$ cat src/rtl/sirq_agent_pkg.sv
package sirq_agent_pkg;
  typedef enum logic {ST_IDLE, ST_FRAME} trk_state_e;
  typedef enum logic {MODE_CONT, MODE_QUIET} bus_mode_e;
endpackage

$ cat src/rtl/sirq_low_meter.sv
module sirq_low_meter #(
  parameter int LEN_MAX = 4,
  localparam int LEN_W  = $clog2(LEN_MAX + 1)
) (
  input  logic             clk_i,
  input  logic             rst_ni,
  input  logic             line_i,
  output logic             rise_o,
  output logic [LEN_W-1:0] len_o
);
  logic [LEN_W-1:0] cnt_q;

  always_ff @(posedge clk_i or negedge rst_ni) begin
    if (!rst_ni)                 cnt_q <= '0;
    else if (line_i)             cnt_q <= '0;
    else if (cnt_q != LEN_W'(LEN_MAX)) cnt_q <= cnt_q + 1'b1;
  end

  assign rise_o = line_i && (cnt_q != '0);
  assign len_o  = cnt_q;


  low_count_chk: assert property (@(posedge clk_i) disable iff (!rst_ni)
    !line_i |=> (len_o != '0));
endmodule

$ cat src/rtl/sirq_frame_tracker.sv
module sirq_frame_tracker
  import sirq_agent_pkg::*;
#(
  parameter int MAX_FRAMES = 32,
  parameter int START_MIN  = 4,
  parameter int STOP_QUIET = 2,
  parameter int STOP_CONT  = 3,
  parameter int HOLD_OFF   = 2,
  localparam int LEN_W     = $clog2(START_MIN + 1),
  localparam int POS_MAX   = 3 * MAX_FRAMES,
  localparam int POS_W     = $clog2(POS_MAX + 1),
  localparam int HOLD_W    = $clog2(HOLD_OFF + 1)
) (
  input  logic             clk_i,
  input  logic             rst_ni,
  input  logic             rise_i,
  input  logic [LEN_W-1:0] len_i,
  output trk_state_e       state_o,
  output bus_mode_e        mode_o,
  output logic             armed_o,
  output logic [POS_W-1:0] pos_o,
  output logic             start_o,
  output logic             hold_ok_o
);
  trk_state_e        state_q;
  bus_mode_e         mode_q;
  logic              armed_q;
  logic [POS_W-1:0]  pos_q;
  logic [HOLD_W-1:0] idle_q;
  logic              stop_det;

  assign start_o  = rise_i && (len_i >= LEN_W'(START_MIN));
  assign stop_det = (state_q == ST_FRAME) && rise_i &&
                    ((len_i == LEN_W'(STOP_QUIET)) || (len_i == LEN_W'(STOP_CONT)));

  always_ff @(posedge clk_i or negedge rst_ni) begin
    if (!rst_ni) begin
      state_q <= ST_IDLE;
      mode_q  <= MODE_CONT;
      armed_q <= 1'b0;
      pos_q   <= '0;
      idle_q  <= '0;
    end else if (start_o) begin
      state_q <= ST_FRAME;
      pos_q   <= POS_W'(1);
      idle_q  <= '0;
    end else if (stop_det) begin
      state_q <= ST_IDLE;
      mode_q  <= (len_i == LEN_W'(STOP_QUIET)) ? MODE_QUIET : MODE_CONT;
      armed_q <= 1'b1;
      idle_q  <= HOLD_W'(1);
    end else if (state_q == ST_FRAME) begin
      if (pos_q != POS_W'(POS_MAX)) pos_q <= pos_q + 1'b1;
    end else if (idle_q != HOLD_W'(HOLD_OFF)) begin
      idle_q <= idle_q + 1'b1;
    end
  end

  assign state_o   = state_q;
  assign mode_o    = mode_q;
  assign armed_o   = armed_q;
  assign pos_o     = pos_q;
  // drive registered now lands on the HOLD_OFF-th clock after the rise
  assign hold_ok_o = (state_q == ST_IDLE) && (mode_q == MODE_QUIET) && armed_q &&
                     (idle_q >= HOLD_W'(HOLD_OFF - 1));


  stop_quiet_chk: assert property (@(posedge clk_i) disable iff (!rst_ni)
    (stop_det && (len_i == LEN_W'(STOP_QUIET))) |=> (mode_q == MODE_QUIET) && (state_q == ST_IDLE));

  stop_cont_chk: assert property (@(posedge clk_i) disable iff (!rst_ni)
    (stop_det && (len_i == LEN_W'(STOP_CONT))) |=> (mode_q == MODE_CONT) && (state_q == ST_IDLE));

  pos_step_chk: assert property (@(posedge clk_i) disable iff (!rst_ni)
    ((state_q == ST_FRAME) && !rise_i && (pos_q != POS_W'(POS_MAX))) |=> (pos_q == $past(pos_q) + 1'b1));
endmodule

$ cat src/rtl/sirq_drive_ctl.sv
module sirq_drive_ctl
  import sirq_agent_pkg::*;
#(
  parameter int SLOT_W = 6,
  parameter int POS_W  = 7,
  localparam int TW    = ((SLOT_W + 2) > (POS_W + 1)) ? (SLOT_W + 2) : (POS_W + 1)
) (
  input  logic              clk_i,
  input  logic              rst_ni,
  input  logic [SLOT_W-1:0] slot_i,
  input  logic              irq_ni,
  input  logic              line_i,
  input  trk_state_e        state_i,
  input  bus_mode_e         mode_i,
  input  logic              armed_i,
  input  logic [POS_W-1:0]  pos_i,
  input  logic              start_i,
  input  logic              hold_ok_i,
  output logic              oe_o
);
  logic          oe_q, last_rep_q, req_pend_q;
  logic [TW-1:0] target, pos_nx;
  logic          slot_hit, req_fire;

  assign target   = TW'(slot_i) + TW'(slot_i) + TW'(slot_i) - TW'(1);
  assign pos_nx   = TW'(pos_i) + TW'(1);
  assign slot_hit = (state_i == ST_FRAME) && armed_i && (slot_i != '0) && (pos_nx == target);
  assign req_fire = hold_ok_i && line_i && !req_pend_q && !oe_q && (irq_ni != last_rep_q);

  always_ff @(posedge clk_i or negedge rst_ni) begin
    if (!rst_ni) begin
      oe_q       <= 1'b0;
      last_rep_q <= 1'b1;
      req_pend_q <= 1'b0;
    end else begin
      oe_q <= (slot_hit && !irq_ni) || req_fire;
      if (slot_hit) last_rep_q <= irq_ni;
      if (start_i)       req_pend_q <= 1'b0;
      else if (req_fire) req_pend_q <= 1'b1;
    end
  end

  assign oe_o = oe_q;


  single_pulse_chk: assert property (@(posedge clk_i) disable iff (!rst_ni)
    oe_q |=> !oe_q);

  unarmed_silent_chk: assert property (@(posedge clk_i) disable iff (!rst_ni)
    !armed_i |-> !oe_q);

  cont_silent_chk: assert property (@(posedge clk_i) disable iff (!rst_ni)
    ((mode_i == MODE_CONT) && (state_i == ST_IDLE) && ($past(state_i) == ST_IDLE)) |-> !oe_q);

  one_request_chk: assert property (@(posedge clk_i) disable iff (!rst_ni)
    (req_pend_q && $past(req_pend_q) && (state_i == ST_IDLE)) |-> !oe_q);
endmodule

$ cat src/rtl/sirq_agent.sv
module sirq_agent
  import sirq_agent_pkg::*;
#(
  parameter int MAX_FRAMES = 32,
  parameter int START_MIN  = 4,
  parameter int STOP_QUIET = 2,
  parameter int STOP_CONT  = 3,
  parameter int HOLD_OFF   = 2,
  localparam int SLOT_W    = $clog2(MAX_FRAMES + 1),
  localparam int LEN_W     = $clog2(START_MIN + 1),
  localparam int POS_W     = $clog2(3 * MAX_FRAMES + 1)
) (
  input  logic              clk_i,
  input  logic              rst_ni,
  input  logic [SLOT_W-1:0] slot_i,
  input  logic              irq_ni,
  input  logic              line_i,
  output logic              line_oe_o
);
  logic             rise;
  logic [LEN_W-1:0] len;
  trk_state_e       state;
  bus_mode_e        mode;
  logic             armed, start, hold_ok;
  logic [POS_W-1:0] pos;

  sirq_low_meter #(.LEN_MAX(START_MIN)) u_meter (
    .clk_i, .rst_ni, .line_i, .rise_o(rise), .len_o(len)
  );

  sirq_frame_tracker #(
    .MAX_FRAMES(MAX_FRAMES), .START_MIN(START_MIN), .STOP_QUIET(STOP_QUIET),
    .STOP_CONT(STOP_CONT), .HOLD_OFF(HOLD_OFF)
  ) u_track (
    .clk_i, .rst_ni, .rise_i(rise), .len_i(len), .state_o(state), .mode_o(mode),
    .armed_o(armed), .pos_o(pos), .start_o(start), .hold_ok_o(hold_ok)
  );

  sirq_drive_ctl #(.SLOT_W(SLOT_W), .POS_W(POS_W)) u_drive (
    .clk_i, .rst_ni, .slot_i, .irq_ni, .line_i, .state_i(state), .mode_i(mode),
    .armed_i(armed), .pos_i(pos), .start_i(start), .hold_ok_i(hold_ok), .oe_o(line_oe_o)
  );
endmodule

$ cat config.mk
export PLATFORM = sky130hd
export DESIGN_NAME = sirq_agent
export DESIGN_NICKNAME = d
export VERILOG_FILES = /design/src/rtl/sirq_agent_pkg.sv /design/src/rtl/sirq_low_meter.sv /design/src/rtl/sirq_frame_tracker.sv /design/src/rtl/sirq_drive_ctl.sv /design/src/rtl/sirq_agent.sv
export SDC_FILE = /design/constraint.sdc
export NUM_CORES = 1
export LEC_CHECK = 0
export ABC_AREA = 1
export BUFFER_PORTS_ARGS = -buffer_cell sky130_fd_sc_hd__buf_2
export CORE_MARGIN = 1
export CORE_UTILIZATION = 41
export CTS_CLUSTER_DIAMETER = 80
export CTS_CLUSTER_SIZE = 12
export DETAILED_ROUTE_END_ITERATION = 12
export PLACE_DENSITY = 0.67
export SLEW_MARGIN = 20
export SYNTH_ARGS = -nofsm -noshare
export SYNTH_HDL_FRONTEND = slang
export SYNTH_SLANG_ARGS = --single-unit
$ cat constraint.sdc
create_clock -name clk_i -period 1.6 [get_ports clk_i]
set_input_delay 0.16 -clock clk_i [delete_from_list [all_inputs] [get_ports clk_i]]
set_output_delay 0.16 -clock clk_i [all_outputs]
set_load 0.03 [all_outputs]
==> flow_summary.yaml, run 1 <==
critical_path:
  crit_buf_inv: 3
  endpoint: "u_drive.oe_o"
  crit_path_end_kind: "register"
  path_cells: "buf_12 > inv_12 > ha_4 > fa_2 > inv_2 > a21oi_4 > nand3_2 > nand3_2 > nand3_2 > nor2_2 > nand4_1 > nand2_1"
  rr_endpoint: "u_drive.last_rep_q"
  worst_ep_arrival_time_ps: 1850
  worstPathRequired_ps: 1800
  worst-path-max-fanout: 4
  start_kind: "input pin"
  r2r_cells: 9
  cpMostUsedCell: "nand3_2"
  critPathTopFamily: "adder cells"
  r2r_slack_ps: 30
  crit_slowest_cell: "fa_2"
  critPathKind: "in -> reg"
  max_stage_delay_ps: 600
  r2r_start: "u_track.pos_o[0]"
  path_depth: 12
  crit_start: "slot_i[4]"
timing:
  layout_setup_ws_ps: -50.8
  tightest_slew_ps: 407
  hold_viol: 0
  setup_viol: 2
  rsz0062_at_grt: "true"
  fin_skew_ps: 6.94
  report.final.slew_viol_count: 0
  slew_headroom_pct: 72.9
  period_share_pct: 103
  period_minus_slack_ps: 1650
  fmax_mhz: 606
outcome:
  status: "finished with violations"
  violations: "negative setup slack"
global_route:
  grt_pass1_vias: 1482
  busiest_layer: "met2"
  gr-usage-met3_pct: 3.45
  grt_use_met1_pct: 23.7
  grt_usage_pct: 18.2
  grt-ovfl-total: 0
  grt_pass1_wl_um: 6270
  antenna_found_initial: 0
  grt_max_degree: 19
  met2_usage_pct: 31.5
yosys:
  synth_seq_cells: 18
  synth_most_common_cell: "nand2_1"
  async_flop_share_pct: 100
  syn-num-nets: 268
  ys_types: 30
  syn_area_um2: 1680
  synth_common_cells: "58 x nand2_1, 41 x inv_1, 23 x nand3_1"
  synthFlopType: "dfrtp_1"
  yosys-top-cells-area: "dfrtp_1 25%, ha_1 15%, nand2_1 13%"
  yosysTopAreaCellShare_pct: 25.4
  ys_warn_count: 0
  syn_inst: 237
  avgSynthCellArea_um2: 7.07
  synth_edf_count: 0
  yosys.area.top_type: "dfrtp_1"
  seq_area_frac_synth_pct: 27.0
die:
  io_pins: 11
  placementRows: 22
  coreArea_um2: 3800
  die_w_um: 65.9
  die_area_um2: 4350
  die_h_um: 65.9
  initial_core_util_pct: 44.1
power_and_ir_drop:
  p_comb_share_pct: 59.2
  seqPwrFrac_pct: 28.0
  peakVddDrop_mv: 0.507
  p_sw_share_pct: 43.5
  p_leak_nw: 1.16
  p_int_mw: 1.63
  powerDensity_nw_per_um2: 1260
  clockPowerShare_pct: 12.8
  power_switching_mw: 1.26
cells_and_area:
  fin_cells: 329
  final_cell_area_um2: 2290
  drive_gt1_share_pct: 42.0
  diodes: 0
  area_growth_pct: 36.9
  fillers: 342
  final_nets: 313
placement:
  dp_hpwl_um: 2770
  dp_cells: 317
  numPortBuffers: 10
  gp_congestion: 0.823
  dpl-instance-area_um2: 2010
detailed_routing:
  viasPerCell: 4.92
  drc: 0
  finalWirelength_um: 3770
  vias: 1619
  post_drt_wl_per_cell_um: 11.5
  ant_nets: 0
  dr.first_iter.drc_count: 76
  drtPass1Iterations: 4
clock_network:
  htreeDepth: 1
  insertion_delay_ps: 250
  clock_path_buffers: 2
  cts_buffers: 3
  clk_pin_slew_ps: 70
  clockRootBuffer: "clkbuf_8"
  cts.sinks: 18
  cts_tree: "built"
worst_hold_path:
  hold_class: "in -> reg"
job:
  maxCapViolations: 0
==> worst min path at each step <==
stage,startpoint,to,slack (ps),cells past startpoint
after detailed placement,rst_ni,u_drive.req_pend_q,120,1
final,line_i,u_meter.len_o[2],140,2
after floorplan,rst_ni,u_drive.oe_o,-140,0
after global placement,rst_ni,u_drive.req_pend_q,110,1
after CTS,line_i,u_meter.len_o[2],110,2
after global routing,line_i,u_meter.len_o[2],130,2
==> logic make-up after synthesis <==
group                    Yosys count  synth area share [%]
AND/OR/NAND/NOR                  122                  35.2
buffers and inverters             48                  11.3
AO/OA/AOI/OAI                     22                  7.32
adder cells (fa/ha/maj)           21                  16.1
flip-flops                        18                  27.0
XOR/XNOR                           6                  3.14
==> per-layer routing <==
layer / vias up / routed length [um]
li1: 843 / -
met5: - / 0
met4: 0 / 10
met3: 2 / 73
met1: 753 / 1830
met2: 21 / 1850
==> layout by cell type, fill, tap and decap left out, types with 3 or more instances in the layout <==
| cell type | n |
|---|---|
| nand2_2 | 16 |
| nor2_2 | 7 |
| buf_2 | 8 |
| ha_1 | 10 |
| inv_1 | 30 |
| buf_4 | 31 |
| nand3_1 | 15 |
| nand4_1 | 6 |
| dfrtp_1 | 16 |
| nor2_1 | 6 |
| ha_2 | 5 |
| nor3_1 | 3 |
| o22ai_1 | 3 |
| ha_4 | 5 |
| nand3_2 | 10 |
| a21oi_1 | 5 |
| clkbuf_8 | 4 |
| inv_2 | 13 |
| o21ai_1 | 4 |
| xor2_1 | 4 |
| nand2_1 | 51 |
| o21ai_0 | 3 |
==> state kept, by name, summed over array words and instances (netlist names) <==
register and cells:
u_track.mode_o 1, u_track.armed_o 1, u_meter.len_o 3, u_drive.req_pend_q 1, u_drive.oe_o 1, u_track.pos_o 7, u_track.idle_q 2, u_drive.last_rep_q 1
u_track.state_o 1
==> final cells by class <==
type | instances | area [um2] | area share [%]
multi-input cells | 171 | 1220 | 53.1
inverters | 46 | 193 | 8.40
flip-flops and latches | 18 | 453 | 19.7
repair buffers | 42 | 314 | 13.7
well taps | 48 | 60.1 | 2.62
clock buffers | 4 | 55.1 | 2.40
==> metrics by stage <==
step	hold slack (ps)	setup slack, ps	util, %	power, mW	setup TNS (ps)
6_report	137	-50.8	60.4	2.89	-83.1
5_1_grt	128	-175	60.4	3.18	-701
4_1_cts	113	0.461	56.2	2.67	0
3_5_place_dp	118	-426	53.0	2.27	-838
3_3_place_gp	113	-353	53.0	2.23	-686
2_1_floorplan	-136	-84.9	-	1.82	-142
==> power by group through the flow <==
stage	clock network, mW	logic [mW]	registers [mW]
finish	0.370	1.71	0.808
global route	0.410	1.94	0.832
CTS	0.381	1.49	0.799
detailed placement	0	1.46	0.806
global placement	0	1.43	0.800
floorplan	0	1.05	0.772
==> repair_timing <==
action | 4_1_cts | 5_1_grt
resized for setup | 13 | 33
pin swaps | 12 | 19
setup endpoints to repair | 4 | 10
hold buffers | 1 | 0
buffers inserted | 1 | 6
hold endpoints to repair | 17 | 0
(Power assumes the default switching activity.)
==> run 2, diff against run 1 <==
--- a/config.mk
+++ b/config.mk
@@ -16,4 +16,5 @@
 export SLEW_MARGIN = 20
 export SYNTH_ARGS = -nofsm -noshare
 export SYNTH_HDL_FRONTEND = slang
+export SYNTH_HIERARCHICAL = 1
 export SYNTH_SLANG_ARGS = --single-unit
==> flow_summary.yaml, run 2 <==
outcome:
  status: "completed"
detailed_routing:
  post_drt_wl_per_cell_um: 10.1
  dr.first_iter.drc_count: 54
  finalWirelength_um: 3750
  viasPerCell: 4.80
  drtPass1Iterations: 4
  vias: 1780
  drc: 0
  ant_nets: 0
critical_path:
  r2r_start: "u_track/pos_o[0]"
  path_cells: "ha_4 > nand2_1 > nand3_1 > nand3_2 > nor2_2 > nand3_2 > nor2_4 > nand4_1 > nand2_1 > inv_1"
  worstPathRequired_ps: 1800
  crit_path_end_kind: "register"
  rr_endpoint: "u_drive/last_rep_q"
  worst-path-max-fanout: 2
  worst_ep_arrival_time_ps: 1760
  crit_start: "u_track/pos_o[0]"
  start_kind: "register"
  r2r_slack_ps: 40
  crit_slowest_cell: "dfrtp_2"
  endpoint: "u_drive/last_rep_q"
  r2r_cells: 10
  max_stage_delay_ps: 430
  critPathKind: "reg -> reg"
cells_and_area:
  multi_input_area_um2: 1330
  drive_gt1_share_pct: 28.8
  fin_util_pct: 53.8
  largest_reg_flops: 7
  final_nets: 350
  area_growth_pct: 25.5
  diodes: 0
  mostFrequentLayoutCell: "nand2_1"
  layout_common_cells: "77 x nand2_1, 41 x inv_1, 35 x nand3_1, 19 x buf_4"
  fin_cells: 371
  regArea_um2: 453
  fillers: 434
clock_network:
  clk_pin_slew_ps: 70
  cts_tree: "built"
  clock_path_buffers: 2
  cts_buffers: 3
  cts.sinks: 18
  htreeDepth: 1
  insertion_delay_ps: 260
  clockRootBuffer: "clkbuf_8"
yosys:
  avgSynthCellArea_um2: 6.55
  syn_area_um2: 1870
  synth_seq_cells: 18
  synth_common_cells: "81 x nand2_1, 50 x inv_1, 41 x nand3_1"
  yosys.area.top_type: "dfrtp_1"
  ys_types: 31
  synthFlopType: "dfrtp_1"
  async_flop_share_pct: 100
  seq_area_frac_synth_pct: 24.2
  syn_inst: 285
  synth_most_common_cell: "nand2_1"
  yosysTopAreaCellShare_pct: 22.8
  synth_edf_count: 0
  yosys-top-cells-area: "dfrtp_1 23%, nand2_1 16%, ha_1 13%"
  ys_warn_count: 6
  syn-num-nets: 315
timing:
  tightest_slew_ps: 415
  period_minus_slack_ps: 1560
  slew_headroom_pct: 72.4
  setup_viol: 0
  period_share_pct: 97.3
  fin_skew_ps: 1.08
  fin_tns_setup_ps: 0
  report.final.slew_viol_count: 0
  hold_viol: 0
  rsz0062_at_grt: "true"
  fin_hold_ws_ps: 201
  fmax_mhz: 642
global_route:
  grt_max_degree: 19
  grt-ovfl-total: 0
  grt_usage_pct: 16.9
  antenna_found_initial: 0
  grt_pass1_wl_um: 6760
  grt_pass1_vias: 1643
power_and_ir_drop:
  peakVddDrop_mv: 0.461
  p_leak_nw: 1.25
  power_mw: 2.53
  powerDensity_nw_per_um2: 1080
die:
  placementRows: 24
  die_w_um: 69.5
  die_h_um: 69.5
  coreArea_um2: 4350
  io_pins: 11
  initial_core_util_pct: 42.9
  die_area_um2: 4830
placement:
  gp_congestion: 0.794
  dp_hpwl_um: 2980
  numPortBuffers: 10
  dp_cells: 365
job:
  maxCapViolations: 0
worst_hold_path:
  hold_class: "in -> reg"
-- run 2: cell types whose count changed in the layout (fill, tap and decap cells not counted), moves of 4 or more --
cell and delta:
inv_1 +11, nand2_2 -8, buf_4 -12, ha_2 -4, nand3_1 +20, nand2_1 +26, nor2_1 +10
-- run 2: area by class of cell --
class | count | area share [%]
Clock buffer | 4 | 2.35
Inverter | 58 | 9.29
Multi-Input combinational cell | 207 | 56.6
Sequential cell | 18 | 19.3
Tap cell | 52 | 2.78
Timing Repair Buffer | 32 | 9.62
-- run 2: metal layers --
layer / track usage, % / wire [um] / vias up
met5: 0 / 0 / -
met4: 4.76 / 34 / 0
met3: 1.74 / 46 / 4
met2: 29.9 / 1940 / 11
met1: 21.7 / 1720 / 806
li1: - / - / 959
-- run 2: where the power goes --
part | switching (mW) | internal (mW) | total, mW
Combinational | 0.805 | 0.619 | 1.42
Sequential | 0.124 | 0.600 | 0.724
Clock | 0.165 | 0.219 | 0.384
-- run 2: how the worst min path moves through the flow --
| stage | startpoint | end | slack (ps) | depth (start not counted) |
|---|---|---|---|---|
| floorplan | rst_ni | u_drive/oe_o | -140 | 0 |
| global placement | rst_ni | u_drive/req_pend_q | 120 | 1 |
| detailed placement | rst_ni | u_drive/req_pend_q | 120 | 1 |
| CTS | line_i | u_drive/oe_o | 200 | 3 |
| global route | line_i | u_drive/oe_o | 220 | 3 |
| finish | line_i | u_drive/oe_o | 200 | 3 |
-- run 2: what timing repair did --
item / CTS / global route
setup buffers: 0 / 0
pin swaps: 3 / 13
hold buffers: 1 / 0
gates cloned: 0 / 1
gates resized for setup: 2 / 27
hold endpoints to repair: 17 / 0
endpoints found under the setup margin: 1 / 12
-- run 2: cells by family after synthesis --
logic type	after synthesis	synth area share (%)
XOR/XNOR	6	2.81
adder cells (fa/ha/maj)	20	13.8
buffers and inverters	61	13.5
flip-flops	18	24.2
AO/OA/AOI/OAI	13	3.75
AND/OR/NAND/NOR	167	42.0
-- run 2: per-stage QoR --
stage	area, um2	setup slack [ps]
6_report	2340	42.9
5_1_grt	2340	-76.2
4_1_cts	2260	2.30
3_5_place_dp	2180	-253
3_3_place_gp	2180	-262
2_1_floorplan	1940	3.22
-- run 2: worst max-delay path, delay by kind of cell (launching register included) --
family                     cells  cell delay (ps)
DFF                            1              430
adders and majority gates      1              280
buffers and inverters          1               30
and+or+nand+nor                8              750
